--- config.mk ---
export PLATFORM = sky130hd
export DESIGN_NAME = sdram_init_seq
export DESIGN_NICKNAME = d
export VERILOG_FILES = /design/src/rtl/sdram_init_pkg.sv /design/src/rtl/sdram_wait_timer.sv /design/src/rtl/sdram_mode_word.sv /design/src/rtl/sdram_cmd_drv.sv /design/src/rtl/sdram_init_seq.sv
export SDC_FILE = /design/constraint.sdc
export NUM_CORES = 1
export LEC_CHECK = 0
export ABC_AREA = 1
export BUFFER_PORTS_ARGS = -buffer_cell sky130_fd_sc_hd__buf_4
export CORE_MARGIN = 4
export CORE_UTILIZATION = 40
export DETAILED_ROUTE_END_ITERATION = 12
export SLEW_MARGIN = 20
export SYNTH_ARGS = -nofsm -noshare
export SYNTH_HDL_FRONTEND = slang
export SYNTH_SLANG_ARGS = --single-unit
--- constraint.sdc ---
create_clock -name clk -period 1.9 [get_ports clk]
set_input_delay 0.38 -clock clk [delete_from_list [all_inputs] [get_ports clk]]
set_output_delay 0.38 -clock clk [all_outputs]
set_load 0.01 [all_outputs]
--- src/rtl/sdram_init_pkg.sv ---
package sdram_init_pkg;

  typedef enum logic [3:0] {
    CMD_INHIBIT = 4'b1111,
    CMD_NOP     = 4'b0111,
    CMD_PRE     = 4'b0010,
    CMD_REF     = 4'b0001,
    CMD_LMR     = 4'b0000
  } sdram_cmd_e;

  // bit of the address bus that selects all banks on precharge
  localparam int ALL_BANK_BIT = 10;
  // width of the defined part of the mode word
  localparam int MODE_W = 10;

  function automatic logic [2:0] burst_code(int len, bit full);
    if (full) return 3'b111;
    case (len)
      1:       return 3'b000;
      2:       return 3'b001;
      4:       return 3'b010;
      8:       return 3'b011;
      default: return 3'b000;
    endcase
  endfunction

  function automatic logic [MODE_W-1:0] pack_mode(int len, bit full, bit ilv, int cl, bit single);
    logic [MODE_W-1:0] w;
    w      = '0;
    w[2:0] = burst_code(len, full);
    w[3]   = ilv;
    w[6:4] = 3'(cl);
    w[8:7] = 2'b00;
    w[9]   = single;
    return w;
  endfunction

endpackage

--- src/rtl/sdram_wait_timer.sv ---
module sdram_wait_timer #(
  parameter int W    = 8,
  parameter int INIT = 0
) (
  input  logic         clk,
  input  logic         rst_n,
  input  logic         ld,
  input  logic [W-1:0] ld_val,
  output logic         zero
);

  logic [W-1:0] cnt;

  always_ff @(posedge clk or negedge rst_n) begin
    if (!rst_n)          cnt <= W'(INIT);
    else if (ld)         cnt <= ld_val;
    else if (cnt != '0)  cnt <= cnt - 1'b1;
  end

  assign zero = (cnt == '0);

  // a running count steps down by exactly one per cycle
  AST_TMR_STEP: assert property (@(posedge clk) disable iff (!rst_n)
    (!ld && !zero) |=> (cnt == $past(cnt) - 1'b1));

endmodule

--- src/rtl/sdram_mode_word.sv ---
module sdram_mode_word
  import sdram_init_pkg::*;
#(
  parameter int ROW_W            = 13,
  parameter int BURST_LEN        = 4,
  parameter int BURST_FULL       = 0,
  parameter int BURST_INTERLEAVE = 0,
  parameter int CAS_LAT          = 3,
  parameter int WRITE_SINGLE     = 0
) (
  output logic [ROW_W-1:0] word
);

  localparam int PAD_W = ROW_W - MODE_W;

  if (!(CAS_LAT == 2 || CAS_LAT == 3)) begin : g_bad_cl
    $error("sdram_mode_word: CAS latency must be 2 or 3");
  end
  if (BURST_FULL == 0 && !(BURST_LEN == 1 || BURST_LEN == 2 || BURST_LEN == 4 || BURST_LEN == 8)) begin : g_bad_bl
    $error("sdram_mode_word: burst length must be 1, 2, 4 or 8");
  end
  if (BURST_FULL != 0 && BURST_INTERLEAVE != 0) begin : g_bad_fp
    $error("sdram_mode_word: full page requires sequential ordering");
  end

  assign word = {{PAD_W{1'b0}},
                 pack_mode(BURST_LEN, BURST_FULL != 0, BURST_INTERLEAVE != 0,
                           CAS_LAT, WRITE_SINGLE != 0)};

endmodule

--- src/rtl/sdram_cmd_drv.sv ---
module sdram_cmd_drv
  import sdram_init_pkg::*;
#(
  parameter int ROW_W  = 13,
  parameter int BANK_W = 2
) (
  input  logic              clk,
  input  logic              rst_n,
  input  sdram_cmd_e        cmd_nxt,
  input  logic [ROW_W-1:0]  addr_nxt,
  input  logic              done_nxt,
  output logic              cke,
  output logic              cs_n,
  output logic              ras_n,
  output logic              cas_n,
  output logic              we_n,
  output logic [ROW_W-1:0]  addr,
  output logic [BANK_W-1:0] ba,
  output logic              init_done
);

  always_ff @(posedge clk or negedge rst_n) begin
    if (!rst_n) begin
      {cs_n, ras_n, cas_n, we_n} <= CMD_INHIBIT;
      addr      <= '0;
      ba        <= '0;
      init_done <= 1'b0;
      cke       <= 1'b1;
    end else begin
      {cs_n, ras_n, cas_n, we_n} <= cmd_nxt;
      addr      <= addr_nxt;
      ba        <= '0;
      init_done <= done_nxt;
      cke       <= 1'b1;
    end
  end

endmodule

--- src/rtl/sdram_init_seq.sv ---
module sdram_init_seq
  import sdram_init_pkg::*;
#(
  parameter int ROW_W            = 13,
  parameter int BANK_W           = 2,
  parameter int CLK_MHZ          = 100,
  parameter int PWRUP_US         = 100,
  parameter int T_RP             = 3,
  parameter int T_RFC            = 9,
  parameter int T_MRD            = 2,
  parameter int BURST_LEN        = 4,
  parameter int BURST_FULL       = 0,
  parameter int BURST_INTERLEAVE = 0,
  parameter int CAS_LAT          = 3,
  parameter int WRITE_SINGLE     = 0
) (
  input  logic              clk,
  input  logic              rst_n,
  output logic              cke,
  output logic              cs_n,
  output logic              ras_n,
  output logic              cas_n,
  output logic              we_n,
  output logic [ROW_W-1:0]  addr,
  output logic [BANK_W-1:0] ba,
  output logic              init_done
);

  localparam int PWR_CYC  = CLK_MHZ * PWRUP_US;
  localparam int GAP_MAX  = (T_RP > T_RFC) ? ((T_RP > T_MRD) ? T_RP : T_MRD)
                                           : ((T_RFC > T_MRD) ? T_RFC : T_MRD);
  localparam int TMR_MAX  = (PWR_CYC > GAP_MAX) ? PWR_CYC : GAP_MAX;
  localparam int TW       = $clog2(TMR_MAX + 1);
  localparam int GW       = $clog2(GAP_MAX + 2);

  if (PWR_CYC < 1) begin : g_bad_pwr
    $error("sdram_init_seq: power-up wait must be at least one cycle");
  end
  if (T_RP < 2 || T_RFC < 2 || T_MRD < 2) begin : g_bad_gap
    $error("sdram_init_seq: command gaps must be at least 2 cycles");
  end
  if (ROW_W <= ALL_BANK_BIT) begin : g_bad_row
    $error("sdram_init_seq: address bus too narrow");
  end

  typedef enum logic [3:0] {
    ST_PWR, ST_PRE, ST_RP, ST_REF1, ST_RFC1, ST_REF2, ST_RFC2, ST_LMR, ST_MRD, ST_DONE
  } seq_st_e;

  seq_st_e          st, st_nxt;
  sdram_cmd_e       cmd_nxt;
  logic [ROW_W-1:0] addr_nxt;
  logic [ROW_W-1:0] mode_word;
  logic             done_nxt;
  logic             tmr_ld;
  logic [TW-1:0]    tmr_val;
  logic             tmr_zero;

  sdram_mode_word #(
    .ROW_W(ROW_W), .BURST_LEN(BURST_LEN), .BURST_FULL(BURST_FULL),
    .BURST_INTERLEAVE(BURST_INTERLEAVE), .CAS_LAT(CAS_LAT), .WRITE_SINGLE(WRITE_SINGLE)
  ) u_mode (
    .word(mode_word)
  );

  sdram_wait_timer #(.W(TW), .INIT(PWR_CYC - 1)) u_tmr (
    .clk(clk), .rst_n(rst_n), .ld(tmr_ld), .ld_val(tmr_val), .zero(tmr_zero)
  );

  always_comb begin
    st_nxt   = st;
    cmd_nxt  = CMD_NOP;
    addr_nxt = '0;
    done_nxt = 1'b0;
    tmr_ld   = 1'b0;
    tmr_val  = '0;
    unique case (st)
      ST_PWR:  if (tmr_zero) st_nxt = ST_PRE;
      ST_PRE: begin
        cmd_nxt                = CMD_PRE;
        addr_nxt[ALL_BANK_BIT] = 1'b1;
        tmr_ld                 = 1'b1;
        tmr_val                = TW'(T_RP - 2);
        st_nxt                 = ST_RP;
      end
      ST_RP:   if (tmr_zero) st_nxt = ST_REF1;
      ST_REF1: begin
        cmd_nxt = CMD_REF;
        tmr_ld  = 1'b1;
        tmr_val = TW'(T_RFC - 2);
        st_nxt  = ST_RFC1;
      end
      ST_RFC1: if (tmr_zero) st_nxt = ST_REF2;
      ST_REF2: begin
        cmd_nxt = CMD_REF;
        tmr_ld  = 1'b1;
        tmr_val = TW'(T_RFC - 2);
        st_nxt  = ST_RFC2;
      end
      ST_RFC2: if (tmr_zero) st_nxt = ST_LMR;
      ST_LMR: begin
        cmd_nxt  = CMD_LMR;
        addr_nxt = mode_word;
        tmr_ld   = 1'b1;
        tmr_val  = TW'(T_MRD - 2);
        st_nxt   = ST_MRD;
      end
      ST_MRD:  if (tmr_zero) st_nxt = ST_DONE;
      default: done_nxt = 1'b1;
    endcase
  end

  always_ff @(posedge clk or negedge rst_n) begin
    if (!rst_n) st <= ST_PWR;
    else        st <= st_nxt;
  end

  sdram_cmd_drv #(.ROW_W(ROW_W), .BANK_W(BANK_W)) u_drv (
    .clk(clk), .rst_n(rst_n), .cmd_nxt(cmd_nxt), .addr_nxt(addr_nxt), .done_nxt(done_nxt),
    .cke(cke), .cs_n(cs_n), .ras_n(ras_n), .cas_n(cas_n), .we_n(we_n),
    .addr(addr), .ba(ba), .init_done(init_done)
  );

  // ---------------- ordering checker on the pins ----------------
  logic [3:0]    pins;
  logic          is_cmd;
  logic          pre_seen, lmr_seen;
  logic [1:0]    ref_seen;
  logic [GW-1:0] gap, need;

  assign pins   = {cs_n, ras_n, cas_n, we_n};
  assign is_cmd = (pins != CMD_NOP) && (pins != CMD_INHIBIT);

  always_ff @(posedge clk or negedge rst_n) begin
    if (!rst_n) begin
      pre_seen <= 1'b0;
      lmr_seen <= 1'b0;
      ref_seen <= '0;
      gap      <= '0;
      need     <= '0;
    end else begin
      if (is_cmd)                gap <= GW'(1);
      else if (gap != '1)        gap <= gap + 1'b1;
      if (pins == CMD_PRE) begin pre_seen <= 1'b1; need <= GW'(T_RP);  end
      if (pins == CMD_REF) begin ref_seen <= ref_seen + 1'b1; need <= GW'(T_RFC); end
      if (pins == CMD_LMR) begin lmr_seen <= 1'b1; need <= GW'(T_MRD); end
    end
  end

  AST_PRE_FIRST: assert property (@(posedge clk) disable iff (!rst_n)
    (pins == CMD_PRE) |-> (!pre_seen && ref_seen == 2'd0 && !lmr_seen));
  AST_PRE_ALL_BANKS: assert property (@(posedge clk) disable iff (!rst_n)
    (pins == CMD_PRE) |-> addr[ALL_BANK_BIT]);
  AST_REF_TWICE: assert property (@(posedge clk) disable iff (!rst_n)
    (pins == CMD_REF) |-> (pre_seen && ref_seen < 2'd2 && !lmr_seen));
  AST_LMR_AFTER_REF: assert property (@(posedge clk) disable iff (!rst_n)
    (pins == CMD_LMR) |-> (ref_seen == 2'd2 && !lmr_seen));
  AST_LMR_RSVD_LOW: assert property (@(posedge clk) disable iff (!rst_n)
    (pins == CMD_LMR) |-> (addr[ROW_W-1:ALL_BANK_BIT] == '0));
  AST_CMD_GAP: assert property (@(posedge clk) disable iff (!rst_n)
    (is_cmd && pre_seen) |-> (gap >= need));
  AST_DONE_TIMING: assert property (@(posedge clk) disable iff (!rst_n)
    $rose(init_done) |-> (lmr_seen && gap == GW'(T_MRD)));
  AST_DONE_STICKY: assert property (@(posedge clk) disable iff (!rst_n)
    init_done |=> init_done);
  AST_DONE_QUIET: assert property (@(posedge clk) disable iff (!rst_n)
    init_done |-> (pins == CMD_NOP));

endmodule

==> results of run 1 <==
## synthesized netlist by cell type (2+ instances only)
cell type / count / area (um^2)
nand2_1: 37 / 139
nor2_1: 20 / 75.1
inv_1: 16 / 60.1
buf_4: 14 / 105
nand3_1: 14 / 70.1
dfrtp_1: 13 / 325
dfstp_2: 12 / 315
nor2_2: 11 / 68.8
inv_2: 5 / 18.8
nor2_4: 5 / 56.3
or2_1: 4 / 25.0
o21ai_0: 3 / 15.0
conb_1: 2 / 7.51
nand2_2: 2 / 12.5
nand2_4: 2 / 22.5
nand3_2: 2 / 20.0
nand4_1: 2 / 12.5
nor3_1: 2 / 10.0
o21ai_1: 2 / 10.0
## per-stage QoR
stage          total power [mW]   util  cell area (um^2)  setup slack [ps]  hold slack (ps)
2_1_floorplan             0.574      -              1540               479             84.4
3_3_place_gp              0.569  0.448              1550               435              296
3_5_place_dp              0.569  0.448              1550               399              299
4_1_cts                   0.918  0.465              1610               390              525
5_1_grt                   0.933  0.465              1610               280              561
6_report                  0.898  0.465              1610               404              522
## per-layer routing
layer | part of all wire | vias up
met4 | 0.022 | 0
met1 | 0.49 | 505
li1 | - | 559
met5 | 0 | -
met3 | 0.032 | 7
met2 | 0.46 | 20
## state kept, by name (all words and copies together), names as in the netlist
signal	cells
u_drv.cas_n	1
u_drv.init_done	1
u_tmr.cnt	14
u_drv.we_n	1
u_drv.ras_n	1
u_drv.addr	2
st	4
u_drv.cs_n	1
## power by group
| part | switching (mW) | internal [mW] |
|---|---|---|
| combinational | 0.0223 | 0.00404 |
| sequential | 0.000327 | 0.535 |
| clock | 0.183 | 0.154 |
| total | 0.205 | 0.693 |
## how the worst min path moves through the flow
stage                   end  slack, ps  cells past startpoint         start
2_1_floorplan         st[0]         80                      0         rst_n
3_3_place_gp          st[3]        300                      1         rst_n
3_5_place_dp          st[2]        300                      1         rst_n
4_1_cts               st[2]        530                      2         rst_n
5_1_grt               st[2]        560                      2         rst_n
6_report       u_tmr.cnt[1]        520                      2  u_tmr.cnt[1]
## final cells by class
type                            instances  share of cell area
Timing Repair Buffer                   11              0.0527
Sequential cell                        25               0.397
Clock buffer                            3              0.0256
Tap cell                               46              0.0357
Inverter                               23              0.0550
Clock inverter                          1             0.00543
Multi-Input combinational cell        130               0.429
## cells by family after synthesis
| kind of cell | count (synthesis) | synth area share |
|---|---|---|
| buffers and inverters | 38 | 0.137 |
| XOR/XNOR | 1 | 0.00585 |
| flip-flops | 25 | 0.428 |
| AO/OA/AOI/OAI | 10 | 0.0393 |
| other | 2 | 0.00502 |
| adder cells (fa/ha/maj) | 1 | 0.00836 |
| AND/OR/NAND/NOR | 105 | 0.376 |
## critical path, stage by stage (launching register included)
cell and delay, ps:
dfstp_2 540, inv_1 90, ha_1 280, nand2_4 130, inv_2 60, or2_1 200
nand4_1 60, inv_1 40
==> impl_metrics.json, run 1 <==
{
  "crit_type": "register to register",
  "ys_seq_area_frac": 0.428,
  "r2r_slack_ps": 400,
  "cts_tree": "done",
  "cp-endpoint": "u_tmr.cnt[4]",
  "nFillCells": 346,
  "final_cell_mix": "nand2_1, nor2_1, inv_1",
  "multi_input_area_um2": 692,
  "drt_iter0_markers": 32,
  "worst_ep_required_time_ps": 2080,
  "placementRows": 21,
  "end_kind": "register",
  "layout.nets": 197,
  "cts_setup_buffers": 0,
  "drive_gt1_frac": 0.295,
  "cap_viol_max_count": 0,
  "setup_viol": 0,
  "post_drt_wl_per_cell_um": 11.1,
  "async_reset_ff_frac": 1.00,
  "vdd_drop_max_mv": 0.336,
  "core_area_um2": 3470,
  "clockBufferDepth": 2,
  "finalHoldViolCount": 0,
  "layout_commonest_cell": "nand2_1",
  "start_kind": "register",
  "postRouteAntennaNets": 0,
  "hold_buffers": 1,
  "met1_usage": 0.159,
  "grt.total_usage": 0.117,
  "grt_busiest_layer": "met2",
  "rsz0062_at_grt": "false",
  "hold_class": "register to register",
  "syn_inst": 182,
  "post_cts_resized": 0,
  "grt_pass1_vias": 1032,
  "cts_sinks": 25,
  "total_leakage_power_nw": 0.859,
  "synth_area_um2": 1500,
  "stdcell_count": 239,
  "die_w_um": 69.2,
  "grt_max_degree": 26,
  "gp_congestion": 0.783,
  "firstDrtPassIters": 4,
  "hpwl_um": 2070,
  "cts.htree.levels": 1,
  "crit_fanout": 5,
  "grtUsageMet3": 0.0203,
  "period_needed_ps": 1500,
  "vias_per_cell": 4.56,
  "drt_wl_total_um": 2650,
  "status": "finished clean",
  "r2r_end": "u_tmr.cnt[4]",
  "crit_arrival_ps": 1680,
  "regArea_um2": 641,
  "initial_core_util": 0.431,
  "drc": 0,
  "cts.clk_slew.worst_paths_ps": 100,
  "ios": 23,
  "synth_ff_type": "dfrtp_1",
  "dp_cells": 234,
  "numPortBuffers": 10,
  "synth.distinct_cells": 33,
  "reg2reg_depth": 7,
  "timing.fmax_ghz": 0.668,
  "synth_edf_count": 0,
  "finalClockSkew_ps": 5.73,
  "num_antenna_cells": 0,
  "insertion_delay_ps": 270,
  "slew_violations": 0,
  "cts_root_buf": "clkbuf_8",
  "syn_area_per_cell_um2": 8.22,
  "antenna_found_initial": 0,
  "numCtsBuffers": 3,
  "finalCritPeriodShare": 0.787,
  "grt_first_pass_wirelength_um": 4620,
  "die_h_um": 69.2,
  "p_per_area_nw_per_um2": 557,
  "overflow": 0,
  "crit-reg2reg-launch": "u_tmr.cnt[0]",
  "crit_start": "u_tmr.cnt[0]",
  "setup_tns_ps": 0,
  "met2_usage": 0.178,
  "die_area_um2": 4780,
  "ys_ff_latch": 25,
  "ys_warn_count": 0,
  "num_vias": 1091,
  "syn_to_final_growth_pct": 7.86
}
No activity file was read; power rests on OpenSTA's default activity.
==> run 2, diff against run 1 <==
==> constraint.sdc (replaced) <==
create_clock -name clk -period 1.6 [get_ports clk]
set_input_delay 0.32 -clock clk [delete_from_list [all_inputs] [get_ports clk]]
set_output_delay 0.32 -clock clk [all_outputs]
set_load 0.01 [all_outputs]
==> impl_metrics.json, run 2 (synthesized netlist as in run 1, its figures left out) <==
{
  "final_cell_mix": "nand2_1, nor2_1, inv_1",
  "total_leakage_power_nw": 0.858,
  "reg_top3": "u_tmr.cnt: 14 flops, st: 4 flops, u_drv.addr: 2 flops",
  "die_h_um": 69.2,
  "numPortBuffers": 10,
  "cp_slowest_cell": "dfstp_2",
  "crit_arrival_ps": 1610,
  "drc": 0,
  "reg2reg_depth": 7,
  "worst_ep_required_time_ps": 1770,
  "hold_class": "primary input to asynchronous set/reset pin",
  "power.total_mw": 1.07,
  "setup_tns_ps": 0,
  "cts.clk_slew.worst_paths_ps": 100,
  "insertion_delay_ps": 270,
  "status": "finished clean",
  "path_cells": "inv_1 > ha_2 > nand2_4 > nor2_8 > nand3_4 > inv_4 > nor2_2",
  "vdd_drop_max_mv": 0.400,
  "clockBufferDepth": 2,
  "cts_root_buf": "clkbuf_8",
  "die_w_um": 69.2,
  "hpwl_um": 2070,
  "crit_fanout": 7,
  "drt_wl_total_um": 2660,
  "gp_congestion": 0.783,
  "setup_viol": 0,
  "drt_iter0_markers": 38,
  "end_kind": "register",
  "crit_cells": 7,
  "layout.nets": 197,
  "core_area_um2": 3470,
  "largest_reg_flops": 14,
  "slew_violations": 0,
  "finalHoldViolCount": 0,
  "finalCritPeriodShare": 0.898,
  "start_kind": "register",
  "critPathMaxStageDelay_ps": 380,
  "cap_viol_max_count": 0,
  "cts.htree.levels": 1,
  "vias_per_cell": 4.61,
  "grt.total_usage": 0.117,
  "crit_type": "register to register",
  "num_vias": 1102,
  "postRouteAntennaNets": 0,
  "numCtsBuffers": 3,
  "post_drt_wl_per_cell_um": 11.1,
  "path_delay_family": "simple AND/OR/NAND/NOR gates",
  "initial_core_util": 0.431,
  "num_antenna_cells": 0,
  "finalClockSkew_ps": 6.05,
  "placementRows": 21,
  "grt_max_degree": 26,
  "cts_tree": "done",
  "syn_to_final_growth_pct": 8.03,
  "regMostFlops": "u_tmr.cnt",
  "antenna_found_initial": 0,
  "crit_buf_inv": 2,
  "firstDrtPassIters": 4,
  "overflow": 0,
  "period_needed_ps": 1440,
  "ios": 23,
  "timing.fmax_ghz": 0.696,
  "rsz0062_at_grt": "false",
  "layout_commonest_cell": "nand2_1",
  "grt_first_pass_wirelength_um": 4620,
  "die_area_um2": 4780,
  "cts_sinks": 25,
  "drive_gt1_frac": 0.301,
  "p_per_area_nw_per_um2": 660,
  "grt_pass1_vias": 1032
}
-- run 2: cell counts in the layout (fill, tap and decap cells not counted) --
Identical to the previous run, type by type.
-- run 2: through the flow --
step	utilization	hold WS [ps]	setup WS [ps]	instances	instance area, um^2
6_report	0.466	474	164	239	1620
3_5_place_dp	0.448	239	99.2	234	1550
4_1_cts	0.465	470	90.1	239	1610
5_1_grt	0.466	504	48.9	239	1620
2_1_floorplan	-	24.4	179	193	1540
3_3_place_gp	0.448	236	135	234	1550
-- run 2: final timing paths --
path / from / endpoint / slack (ps)
max: u_tmr.cnt[0] / u_tmr.cnt[11] / 160
min: rst_n / st[2] / 470
max reg2reg: u_tmr.cnt[0] / u_tmr.cnt[11] / 160
min reg2reg: u_tmr.cnt[1] / u_tmr.cnt[1] / 530
max in group asynchronous: rst_n / u_tmr.cnt[8] / 830
min in group clk: u_tmr.cnt[1] / u_tmr.cnt[1] / 530
-- run 2: power by group --
part / leakage, nW / switching (mW) / total [mW] / internal, mW
Sequential: 0.291 / 0.000397 / 0.636 / 0.635
Clock: 0.0261 / 0.217 / 0.400 / 0.183
Combinational: 0.541 / 0.0265 / 0.0313 / 0.00480
-- run 2: routing by layer --
layer | GRT usage | up-vias | share of wire
met2 | 0.178 | 26 | 0.46
met3 | 0.0203 | 7 | 0.041
met5 | 0 | - | 0
met4 | 0.0564 | 0 | 0.022
li1 | - | 558 | -
met1 | 0.159 | 511 | 0.48
-- run 2: worst register-to-register path, delay by kind of cell (launching register included) --
| kind | cells | cell delay [ps] |
|---|---|---|
| fa+ha+maj | 1 | 270 |
| buf+inv | 2 | 280 |
| flops | 1 | 380 |
| simple gates | 4 | 410 |
-- run 2: final cells by class --
cell class / count / area, um^2
clock buffers: 3 / 41.3
repair buffers: 11 / 85.1
flip-flops and latches: 25 / 641
well taps: 46 / 57.6
fillers: 349 / 1850
multi-input cells: 130 / 694
clock inverters: 1 / 8.76
inverters: 23 / 88.8
-- run 2: what timing repair did --
action / CTS / global route
endpoints found under the hold margin: 13 / 0
buffers inserted: 0 / 0
resized for setup: 0 / 1
endpoints found under the setup margin: 0 / 1
hold buffers: 1 / 0
==> run 3, diff against run 2 <==
--- a/config.mk
+++ b/config.mk
@@ -10,6 +10,7 @@
 export CORE_MARGIN = 4
 export CORE_UTILIZATION = 40
 export DETAILED_ROUTE_END_ITERATION = 12
+export RECOVER_POWER = 25
 export SLEW_MARGIN = 20
 export SYNTH_ARGS = -nofsm -noshare
 export SYNTH_HDL_FRONTEND = slang
==> impl_metrics.json, run 3 (synthesized netlist as in run 1, its figures left out) <==
{
  "status": "finished clean",
  "largest_reg_flops": 14,
  "crit_fanout": 7,
  "die_h_um": 69.2,
  "p_per_area_nw_per_um2": 661,
  "crit_type": "register to register",
  "worst_ep_required_time_ps": 1770,
  "reg2reg_depth": 7,
  "core_area_um2": 3470,
  "initial_core_util": 0.431,
  "overflow": 0,
  "grt.total_usage": 0.117,
  "wl_met3_um": 116,
  "placementRows": 21,
  "finalClockSkew_ps": 6.02,
  "drive_gt1_frac": 0.301,
  "vdd_drop_max_mv": 0.400,
  "cts_tree": "done",
  "insertion_delay_ps": 270,
  "gp_congestion": 0.783,
  "hold_class": "register to register",
  "final_cell_mix": "nand2_1, nor2_1, inv_1",
  "numCtsBuffers": 3,
  "final_util": 0.465,
  "cts_root_buf": "clkbuf_8",
  "ios": 23,
  "cap_viol_max_count": 0,
  "grt_first_pass_wirelength_um": 4620,
  "num_antenna_cells": 0,
  "drc": 0,
  "die_area_um2": 4780,
  "postRouteAntennaNets": 0,
  "r2r_slack_ps": 160,
  "post_drt_wl_per_cell_um": 11.1,
  "max_slew.worst_pin.slew_ps": 608,
  "slew_violations": 0,
  "clockBufferDepth": 2,
  "maxSlewHeadroom": 0.595,
  "wl_met1_um": 1270,
  "setup_viol": 0,
  "rsz0062_at_grt": "false",
  "hpwl_um": 2070,
  "highest_layer": "met4",
  "drt_iter0_markers": 38,
  "reg_top3": "u_tmr.cnt: 14 flops, st: 4 flops, u_drv.addr: 2 flops",
  "setup_tns_ps": 0,
  "r2r_end": "u_tmr.cnt[11]",
  "crit-reg2reg-launch": "u_tmr.cnt[0]",
  "cts.clk_slew.worst_paths_ps": 100,
  "die_w_um": 69.2,
  "cts_sinks": 25,
  "drt_wl_total_um": 2660,
  "finalHoldViolCount": 0,
  "grt_pass1_vias": 1032,
  "num_vias": 1099,
  "firstDrtPassIters": 4,
  "fin_hold_ws_ps": 526,
  "total_leakage_power_nw": 0.857,
  "cts_setup_buffers": 0,
  "nFillCells": 350,
  "layout_commonest_cell": "nand2_1",
  "layout.nets": 197,
  "regMostFlops": "u_tmr.cnt",
  "period_needed_ps": 1440,
  "min_to": "u_tmr.cnt[1]",
  "grt_max_degree": 26,
  "hold_start": "u_tmr.cnt[1]",
  "crit_arrival_ps": 1610,
  "cts.htree.levels": 1,
  "end_kind": "register",
  "route.met2.wl_um": 1210,
  "numPortBuffers": 10,
  "start_kind": "register",
  "finalCritPeriodShare": 0.898,
  "vias_per_cell": 4.60,
  "timing.fmax_ghz": 0.696,
  "antenna_found_initial": 0,
  "syn_to_final_growth_pct": 7.86,
  "worstHoldPathCells": 2
}
-- run 3: worst max path at each step --
stage,start,to,cells past startpoint
6_report,u_tmr.cnt[0],u_tmr.cnt[11],7
3_5_place_dp,u_tmr.cnt[0],u_tmr.cnt[4],7
3_3_place_gp,u_tmr.cnt[0],u_tmr.cnt[4],7
2_1_floorplan,u_tmr.cnt[0],u_tmr.cnt[4],7
4_1_cts,u_tmr.cnt[0],u_tmr.cnt[4],7
5_1_grt,u_tmr.cnt[0],u_tmr.cnt[8],9
-- run 3: timing repair --
action	4_1_cts	5_1_grt
endpoints found under the hold margin	13	0
endpoints found under the setup margin	0	1
resized for setup	0	1
hold buffers	1	0
-- run 3: layout make-up --
type,instances,area (um^2),area share
Multi-Input combinational cell,130,694,0.430
Sequential cell,25,641,0.397
Inverter,23,88.8,0.0550
Timing Repair Buffer,11,82.6,0.0512
Tap cell,46,57.6,0.0357
Clock buffer,3,41.3,0.0256
Clock inverter,1,8.76,0.00543
-- run 3: per-stage QoR --
| step | power, mW | instance area [um^2] | cells | setup WS (ps) |
|---|---|---|---|---|
| final | 1.07 | 1610 | 239 | 164 |
| after global routing | 1.11 | 1610 | 239 | 48.9 |
| after CTS | 1.09 | 1610 | 239 | 90.1 |
| after detailed placement | 0.676 | 1550 | 234 | 99.2 |
| after global placement | 0.676 | 1550 | 234 | 135 |
| after floorplan | 0.682 | 1540 | 193 | 179 |
-- run 3: power by group --
part	switching (mW)	leakage, nW	internal [mW]
Combinational	0.0265	0.541	0.00396
Sequential	0.000397	0.291	0.635
Clock	0.217	0.0261	0.183
Total	0.244	0.857	0.822
-- run 3: critical path, stage by stage, from the launching register on --
cell and delay [ps]:
dfstp_2 380, inv_1 140, ha_2 270, nand2_4 90, nor2_8 150, nand3_4 120
inv_4 140, nor2_2 50
-- run 3: per-layer routing --
metal / GRT usage / up-vias
met1: 0.159 / 507
met5: 0 / -
met2: 0.178 / 27
met4: 0.0564 / 0
li1: - / 558
met3: 0.0203 / 7
